--- src/rtl/poscnt_pkg.sv ---
package poscnt_pkg;
   typedef enum logic [1:0] {
      CM_FREE    = 2'b00,
      CM_ONESHOT = 2'b01,
      CM_CLAMP   = 2'b10,
      CM_WRAPN   = 2'b11
   } cnt_mode_e;

   typedef enum logic [1:0] {
      IX_NONE  = 2'b00,
      IX_LOAD  = 2'b01,
      IX_CLEAR = 2'b10,
      IX_SNAP  = 2'b11
   } idx_act_e;

   typedef struct packed {
      logic carry;
      logic borrow;
      logic cmp;
      logic idx;
   } evt_t;

   localparam int NUM_EVT = 4;
endpackage

--- src/rtl/poscnt_step.sv ---
module poscnt_step
   import poscnt_pkg::*;
#(
   parameter int W = 32
) (
   input  logic [W-1:0] cur,
   input  logic [W-1:0] lim,
   input  cnt_mode_e    mode,
   input  logic         up,
   input  logic         acc,
   output logic [W-1:0] nxt,
   output logic         ev_carry,
   output logic         ev_borrow,
   output logic         ev_cmp
);
   logic at_top, at_max, at_zero, dir_ok;

   assign at_top  = (cur == lim);
   assign at_max  = &cur;
   assign at_zero = (cur == '0);
   assign dir_ok  = up || (mode == CM_FREE) || (mode == CM_ONESHOT);

   always_comb begin
      nxt       = cur;
      ev_carry  = 1'b0;
      ev_borrow = 1'b0;
      if (up) begin
         if (mode == CM_CLAMP && at_top) begin
            nxt = cur;
         end else if (mode == CM_WRAPN && at_top) begin
            nxt      = '0;
            ev_carry = acc;
         end else begin
            nxt      = cur + 1'b1;
            ev_carry = acc & at_max;
         end
      end else begin
         if (mode == CM_CLAMP && at_zero) begin
            nxt = cur;
         end else if (mode == CM_WRAPN && at_zero) begin
            nxt       = lim;
            ev_borrow = acc;
         end else begin
            nxt       = cur - 1'b1;
            ev_borrow = acc & at_zero;
         end
      end
   end

   assign ev_cmp = acc && (nxt == lim) && dir_ok;
endmodule

--- src/rtl/poscnt_flags.sv ---
module poscnt_flags
   import poscnt_pkg::*;
(
   input  logic         clk,
   input  logic         rst_n,
   input  evt_t         ev,
   input  logic         clr_stat,
   input  logic         set_sign,
   input  logic         clr_sign,
   input  logic         cen,
   input  logic         up,
   input  logic [NUM_EVT-1:0] fa_en,
   input  logic         fa_pulse,
   input  logic [1:0]   fb_sel,
   output logic [7:0]   status,
   output logic         flag_a_n,
   output logic         flag_b
);
   logic [NUM_EVT-1:0] ev_v, sticky_q, evq_q, hit_lat, hit_pls;
   logic               sign_q;

   assign ev_v = ev;

   always_ff @(posedge clk or negedge rst_n) begin
      if (!rst_n) begin
         sticky_q <= '0;
         evq_q    <= '0;
         sign_q   <= 1'b0;
      end else begin
         evq_q    <= ev_v;
         sticky_q <= (clr_stat ? '0 : sticky_q) | ev_v;
         if (clr_sign)      sign_q <= 1'b0;
         else if (set_sign) sign_q <= 1'b1;
         else if (ev.borrow) sign_q <= 1'b1;
         else if (ev.carry)  sign_q <= 1'b0;
      end
   end

   for (genvar g = 0; g < NUM_EVT; g++) begin : g_mask
      assign hit_lat[g] = fa_en[g] & sticky_q[g];
      assign hit_pls[g] = fa_en[g] & evq_q[g];
   end

   assign flag_a_n = fa_pulse ? ~|hit_pls : ~|hit_lat;
   assign status   = {sticky_q, cen, 1'b0, up, sign_q};

   always_comb begin
      case (fb_sel)
         2'b01:   flag_b = sign_q;
         2'b10:   flag_b = up;
         default: flag_b = 1'b1;
      endcase
   end
endmodule

--- src/rtl/poscnt_top.sv ---
module poscnt_top
   import poscnt_pkg::*;
#(
   parameter int W = 32
) (
   input  logic         clk,
   input  logic         rst_n,
   input  logic         cnt_pulse,
   input  logic         cnt_up,
   input  logic         count_inhibit,
   input  logic [1:0]   mode,
   input  logic         preset_wr,
   input  logic [W-1:0] preset_din,
   input  logic         cmd_clear_cnt,
   input  logic         cmd_load_cnt,
   input  logic         cmd_snap,
   input  logic         cmd_clr_status,
   input  logic         cmd_set_sign,
   input  logic         cmd_clr_sign,
   input  logic [1:0]   idx_act,
   input  logic         idx_evt,
   input  logic [3:0]   fa_en,
   input  logic         fa_pulse,
   input  logic [1:0]   fb_sel,
   output logic [W-1:0] count,
   output logic [W-1:0] snapshot,
   output logic [7:0]   status,
   output logic         flag_a_n,
   output logic         flag_b
);
   if (W < 2) begin : g_bad_width
      $error("poscnt_top: W must be at least 2");
   end

   cnt_mode_e    md;
   idx_act_e     ia;
   logic         do_clr, do_ld, do_snap, acc, halted_q, cen;
   logic [W-1:0] preset_q, nxt;
   logic         s_carry, s_borrow, s_cmp;
   evt_t         ev_all;

   assign md      = cnt_mode_e'(mode);
   assign ia      = idx_act_e'(idx_act);
   assign do_clr  = cmd_clear_cnt | (idx_evt && ia == IX_CLEAR);
   assign do_ld   = cmd_load_cnt  | (idx_evt && ia == IX_LOAD);
   assign do_snap = cmd_snap      | (idx_evt && ia == IX_SNAP);
   assign cen     = ~count_inhibit & ~halted_q;
   assign acc     = cnt_pulse & cen & ~do_clr & ~do_ld;

   poscnt_step #(.W(W)) u_step (
      .cur(count), .lim(preset_q), .mode(md), .up(cnt_up), .acc(acc),
      .nxt(nxt), .ev_carry(s_carry), .ev_borrow(s_borrow), .ev_cmp(s_cmp)
   );

   always_comb begin
      ev_all.carry  = s_carry;
      ev_all.borrow = s_borrow;
      ev_all.cmp    = s_cmp;
      ev_all.idx    = idx_evt;
   end

   always_ff @(posedge clk or negedge rst_n) begin
      if (!rst_n) begin
         count    <= '0;
         snapshot <= '0;
         preset_q <= '0;
         halted_q <= 1'b0;
      end else begin
         if (do_snap)   snapshot <= count;
         if (preset_wr) preset_q <= preset_din;
         if (do_clr)      count <= '0;
         else if (do_ld)  count <= preset_q;
         else if (acc)    count <= nxt;
         if (do_clr || do_ld)
            halted_q <= 1'b0;
         else if (acc && md == CM_ONESHOT && (s_carry || s_borrow))
            halted_q <= 1'b1;
      end
   end

   poscnt_flags u_flags (
      .clk(clk), .rst_n(rst_n), .ev(ev_all), .clr_stat(cmd_clr_status),
      .set_sign(cmd_set_sign), .clr_sign(cmd_clr_sign), .cen(cen), .up(cnt_up),
      .fa_en(fa_en), .fa_pulse(fa_pulse), .fb_sel(fb_sel),
      .status(status), .flag_a_n(flag_a_n), .flag_b(flag_b)
   );
endmodule

--- config.mk ---
export PLATFORM = sky130hd
export DESIGN_NAME = poscnt_top
export DESIGN_NICKNAME = d
export VERILOG_FILES = /design/src/rtl/poscnt_pkg.sv /design/src/rtl/poscnt_step.sv /design/src/rtl/poscnt_flags.sv /design/src/rtl/poscnt_top.sv
export SDC_FILE = /design/constraint.sdc
export NUM_CORES = 1
export LEC_CHECK = 0
export BUFFER_PORTS_ARGS = -buffer_cell sky130_fd_sc_hd__buf_2
export CAP_MARGIN = 30
export CORE_ASPECT_RATIO = 0.8
export CORE_MARGIN = 2
export CORE_UTILIZATION = 45
export CTS_CLUSTER_DIAMETER = 50
export DETAILED_ROUTE_END_ITERATION = 8
export GPL_ROUTABILITY_DRIVEN = 0
export PLACE_DENSITY = 0.69
export RECOVER_POWER = 50
export SLEW_MARGIN = 20
export SYNTH_ARGS = -nofsm -noshare
export SYNTH_HDL_FRONTEND = slang
export SYNTH_SLANG_ARGS = --single-unit
--- constraint.sdc ---
create_clock -name clk -period 4.1 [get_ports clk]
set_input_delay 0.82 -clock clk [delete_from_list [all_inputs] [get_ports clk]]
set_output_delay 0.82 -clock clk [all_outputs]
set_load 0.02 [all_outputs]
After elaboration in Yosys (flattened, before gate mapping)

Cells that the tools add are included.

Register bits after elaboration: 106
Input port bits: 56
Output and inout bits: 74
Word-level logic and storage cells: 89

Add/sub/neg operators: 2
Equality and inequality tests: 10
Mux-type cells: 23
Bitwise logic cells: 22
Reductions and logical operators: 25

Operators by type and width:

| cell                    | number |
|---|---|
| $mux W32                | 8 |
| $eq A32 B32 Y1          | 2 |
| $add A32 B1 Y32 const B | 1 |
| $logic_not A32 Y1       | 1 |
| $reduce_and A32 Y1      | 1 |
| $sub A32 B1 Y32 const B | 1 |
| $and A1 B1 Y1           | 14 |
| $mux W1                 | 13 |
| $logic_and A1 B1 Y1     | 11 |
| $eq A2 B2 Y1 const B    | 5 |
| $reduce_or A4 Y1        | 2 |
| $eq A2 B1 Y1 const B    | 3 |
| $logic_or A1 B1 Y1      | 4 |
| $mux W4                 | 1 |
| $not A1 Y1              | 4 |
| $or A4 B4 Y4            | 1 |
| $reduce_bool A4 Y1      | 1 |
| $or A1 B1 Y1            | 3 |
| $reduce_bool A3 Y1      | 1 |
| $logic_not A1 Y1        | 2 |
| $logic_not A2 Y1        | 1 |
| $pmux W1 S2             | 1 |
| $reduce_bool A2 Y1      | 1 |

Logic depth before layout (Yosys ltp)

Word-level depth: 14
Gate-level depth with buffers: 14
Gate-level depth less buffers: 12

Hierarchy

From an unflattened synthesis, not the netlist that was laid out.

Cell total of the unflattened synthesis: 1004
Area total of the unflattened synthesis: 8958.6 sq um

By module, submodules not included:

| module       | instances | cells each | area an instance (sq um) | seq. area each (sq um) |
|---|---|---|---|---|
| poscnt_top   | 1         | 296        | 4276.6                   | 2427.3 |
| poscnt_step  | 1         | 674        | 4274.1                   | 0.0 |
| poscnt_flags | 1         | 34         | 407.9                    | 225.2 |

Worst setup path before layout

No wires, ideal clock.

Path kind: register -> register
From: reg count[27]
To: reg u_flags.sticky_q[1]
Library setup time: 0.092 ns
Data arrival time: 3.556 ns
Data required time: 4.008 ns
Path slack: 0.452 ns
Cell stages (with the launch flop): 13
Buffers on the path: 2
Period minus slack after synthesis: 3.648 ns
Cells stage by stage: dfrtp_1 > buf_6 > xor2_1 > or4_1 > or4_4 > buf_6 > o31ai_4 > o21ai_0 > a211oi_1 > xnor2_1 > o2111ai_1 > or4_1 > o31ai_2

Word-level cells in the longest chain between the ends: 9
Elaborated cells on any way between the ends: 17
Those cells by class: add/sub (2); eq/ne (2); mux (5); bitwise (1); reduce/logical (7)

Ends and longest elaborated chain:

| what                                                    | RTL line           | text |
|---|---|---|
| from (decl)                                             | poscnt_top.sv:25   | `output logic [W-1:0] count,` |
| from (signal assigned)                                  | poscnt_top.sv:72   | `else if (do_ld) count <= preset_q;` |
| from (signal assigned)                                  | poscnt_top.sv:73   | `else if (acc) count <= nxt;` |
| branches (longest 4 deep; another with $sub A32 B1 Y32) | n/a                |  |
| $mux W32 *                                              | poscnt_step.sv:27  | `if (up) begin` |
| $eq A32 B32 Y1 *                                        | poscnt_step.sv:50  | `assign ev_cmp = acc && (nxt == lim) && dir_ok;` |
| $logic_and A1 B1 Y1 * (2 in a row)                      | poscnt_step.sv:50  |  |
| $or A4 B4 Y4 *                                          | poscnt_flags.sv:31 | `sticky_q <= (clr_stat ? '0 : sticky_q) \| ev_v;` |
| to (signal assigned)                                    | poscnt_flags.sv:31 |  |
| to (decl)                                               | poscnt_flags.sv:19 | `logic [NUM_EVT-1:0] ev_v, sticky_q, evq_q, hit_lat, hit_pls;` |

Every way passes the cells marked *.
A chain may end at the register's enable or synchronous reset.

Worst setup path in the final report

From: reg preset_q[14]
To: reg u_flags.sticky_q[1]

Word-level cells in the longest chain between the ends: 9
Elaborated cells on any way between the ends: 12
Those cells by class: eq/ne (2); mux (5); bitwise (1); reduce/logical (4)

Ends and longest elaborated chain:

| what                               | RTL line           | text |
|---|---|---|
| from (decl)                        | poscnt_top.sv:38   | `logic [W-1:0] preset_q, nxt;` |
| from (signal assigned)             | poscnt_top.sv:70   | `if (preset_wr) preset_q <= preset_din;` |
| $eq A32 B32 Y1                     | poscnt_step.sv:18  | `assign at_top = (cur == lim);` |
| $logic_and A1 B1 Y1                | poscnt_step.sv:30  | `end else if (mode == CM_WRAPN && at_top) begin` |
| $mux W32                           | poscnt_step.sv:30  |  |
| $mux W32                           | poscnt_step.sv:28  | `if (mode == CM_CLAMP && at_top) begin` |
| $mux W32                           | poscnt_step.sv:27  |  |
| $eq A32 B32 Y1 *                   | poscnt_step.sv:50  |  |
| $logic_and A1 B1 Y1 * (2 in a row) | poscnt_step.sv:50  |  |
| $or A4 B4 Y4 *                     | poscnt_flags.sv:31 |  |

Every way passes the cells marked *; elsewhere a longest branch is shown, timed or not.

==> flow_metrics.tcl <==
set metrics [dict create \
    status "finished with violations" \
    violations "DRC, capacitance limit, slew limit" \
    hold_viol_final 0 \
    first_pass_iters 9 \
    rows 44 \
    synthAdderAreaFrac_pct 0.7534 \
    end_kind "flip-flop" \
    slew_headroom_pct -95.21 \
    placed_cell_area_mm2 0.009500 \
    yosys-top-cells-count "dfrtp_1, nand2_1, o21ai_0, clkbuf_1, nor2_1" \
    finalSetupViolations 0 \
    synth_edf_count 0 \
    vias 9191 \
    async_flop_share_pct 100.0 \
    die_h_um 125.5 \
    port_buffers 128 \
    syn_area_mm2 0.008304 \
    dieArea_mm2 0.01956 \
    synthSimpleGateAreaFrac_pct 23.81 \
    syn-num-nets 1073 \
    crit_type "flip-flop to flip-flop" \
    synth_top_family_by_area "simple AND/OR/NAND/NOR gates" \
    yosys.area.top_type "dfrtp_1" \
    yosys_warnings 0 \
    drive_above_1_share_pct 24.65 \
    holdCritPathClass "flip-flop to flip-flop" \
    slew_violations 139 \
    area_growth_pct 18.92 \
    tightest_slew_ns 2.928 \
    initial_core_util_pct 45.85 \
    rsz0062_at_grt "false" \
    powerDensity_mw_per_mm2 360.6 \
    synth_ff_type "dfrtp_1" \
    tritoncts "done" \
    drt-total-wl_um 33330 \
    routedWlPerCell_um 24.18 \
    h-tree-depth 3 \
    core_mm2 0.01811 \
    placedCellCount 1358 \
    dp_hpwl_um 24420 \
    root_buffer "clkbuf_16" \
    io_pins 130 \
    drc_errors 16 \
    finalCritPeriodShare_pct 99.40 \
    crit_fanout 8 \
    syn_avg_cell_area_um2 8.206 \
    cts_buffers 9 \
    cp.arrival_ns 4.36 \
    layoutNonFillerInstCount 1378 \
    drt-initial-drc-count 1607 \
    fin_area_mm2 0.009876 \
    synth.distinct_cells 80 \
    grt_max_degree 58 \
    synth.area.mux_share_pct 7.805 \
    clkSlewWorstSetupHoldPaths_ns 0.08 \
    finClkSkew_ns 0.008284 \
    antennaDiodeCount 0 \
    cap_violations 3 \
    yosysSeqAreaShare_pct 31.94 \
    worst_setup_path_start_kind "flip-flop" \
    dp_worst_setup_slack_ns 0.03286 \
    postCtsHoldBufs 0 \
    ant_nets 0 \
    period_minus_slack_ns 4.076 \
    cp.required_ns 4.38 \
    fmax_ghz 0.2454 \
    rrSetupSlack_ns 0.02 \
    grt_pass1_vias 8065 \
    synth_xor_area_share_pct 8.227 \
    synth.most_common_cell "dfrtp_1" \
    yosys-top-cells-area "dfrtp_1, mux2_2, o21ai_0" \
    synth_compound_area_share_pct 21.24 \
    syn_inst 1012 \
    grt_pass1_wl_um 49310 \
    antenna_found_initial 1 \
    ir_worst_vdd_v 0.0002184 \
    clock_sinks 106 \
    via_per_inst 6.670 \
    grt_overflow 0 \
    grt_use_total_pct 33.38 \
    clk_path_buf_depth 2 \
    p_leak_uw 0.004172 \
    ys_ff_latch 106 \
    die_width_um 155.9 \
    setup_ws_ns 0.02441 \
    clock_latency_ns 0.37 \
    n_fill_cell 1724 \
    final_net_count 1205 \
    synth_top_area_share_pct 31.94 \
]
-- logic make-up after synthesis --
group / after synthesis
compound gates: 270
xor+xnor: 78
fa+ha+maj: 5
buf+inv: 121
flops: 106
mux: 59
other cells: 1
simple gates: 372
-- sequential cells by signal, indices dropped and copies added (netlist names) --
register	cells
preset_q	32
snapshot	32
halted_q	1
u_flags.evq_q	4
u_flags.sign_q	1
u_flags.sticky_q	4
count	32
-- where the power goes --
group | total [uW] | internal, uW | switching, uW | leakage, uW
Combinational | 1290 | 483 | 809 | 0.00266
Sequential | 1310 | 1150 | 163 | 0.00136
Clock | 959 | 550 | 409 | 0.000152
-- worst max-delay path, cell delays in order, from the launching register on --
cell       delay (ns)
dfrtp_1          0.44
xor2_1           0.20
or4_1            0.56
or4_4            0.63
nor3_4           0.29
buf_4            0.22
nor4_1           0.11
a311oi_1         0.49
o2111ai_1        0.20
nor4_1           0.40
nand4_1          0.20
o31ai_2          0.26
-- what timing repair did --
item	4_1_cts	5_1_grt
buffers inserted	0	5
endpoints found under the setup margin	0	2
resized for setup	0	9
-- per-stage QoR --
stage / utilization (%) / hold slack, ns / TNS (ns) / total power, uW
finish: 54.52 / 0.4741 / 0 / 3561
global route: 54.52 / 0.5081 / 0 / 3693
CTS: 54.21 / 0.4808 / 0 / 3498
detailed placement: 52.45 / 0.4645 / 0 / 2547
global placement: 52.45 / 0.4546 / -0.0006959 / 2538
floorplan: - / 0.4648 / 0 / 2068
-- final cells by class --
class / instances / area, um^2 / area share, %
clock buffer: 11 / 242.7 / 2.458
clock inverter: 4 / 76.32 / 0.7728
inverter: 28 / 105.1 / 1.064
multi-input combinational: 785 / 5211 / 52.77
sequential: 106 / 2653 / 26.86
tap: 230 / 287.8 / 2.914
timing repair buffer: 214 / 1300 / 13.16
-- worst paths after layout --
path / from / to / depth (start not counted)
max: preset_q[14]$_DFFE_PN0P_ / u_flags.sticky_q[1]$_DFF_PN0_ / 11
min: snapshot[13]$_DFFE_PN0P_ / snapshot[13]$_DFFE_PN0P_ / 2
max reg2reg: preset_q[14]$_DFFE_PN0P_ / u_flags.sticky_q[1]$_DFF_PN0_ / 11
min reg2reg: snapshot[13]$_DFFE_PN0P_ / snapshot[13]$_DFFE_PN0P_ / 2
max in group asynchronous: rst_n / count[10]$_DFFE_PN0P_ / 1
min in group asynchronous: rst_n / snapshot[25]$_DFFE_PN0P_ / 1
-- cells in the final DEF, fill, tap and decap left out, types with 41 or more instances in the layout --
master and n:
a21oi_1 41, nor2_1 53, xnor2_1 42, buf_4 82, mux2_2 46, nand3_1 41
dfrtp_1 106, nand2_1 102, buf_2 112, o21ai_0 90
-- layer usage --
metal  GRT usage, %  up-vias  share of wire (%)
li1               -     3996                  -
met2          44.69      775                 39
met5              0        -              0.021
met1          47.06     4234                 40
met4          12.57        2                4.8
met3          14.63      184                 16
Note: power is estimated with default switching activity, not from simulation.
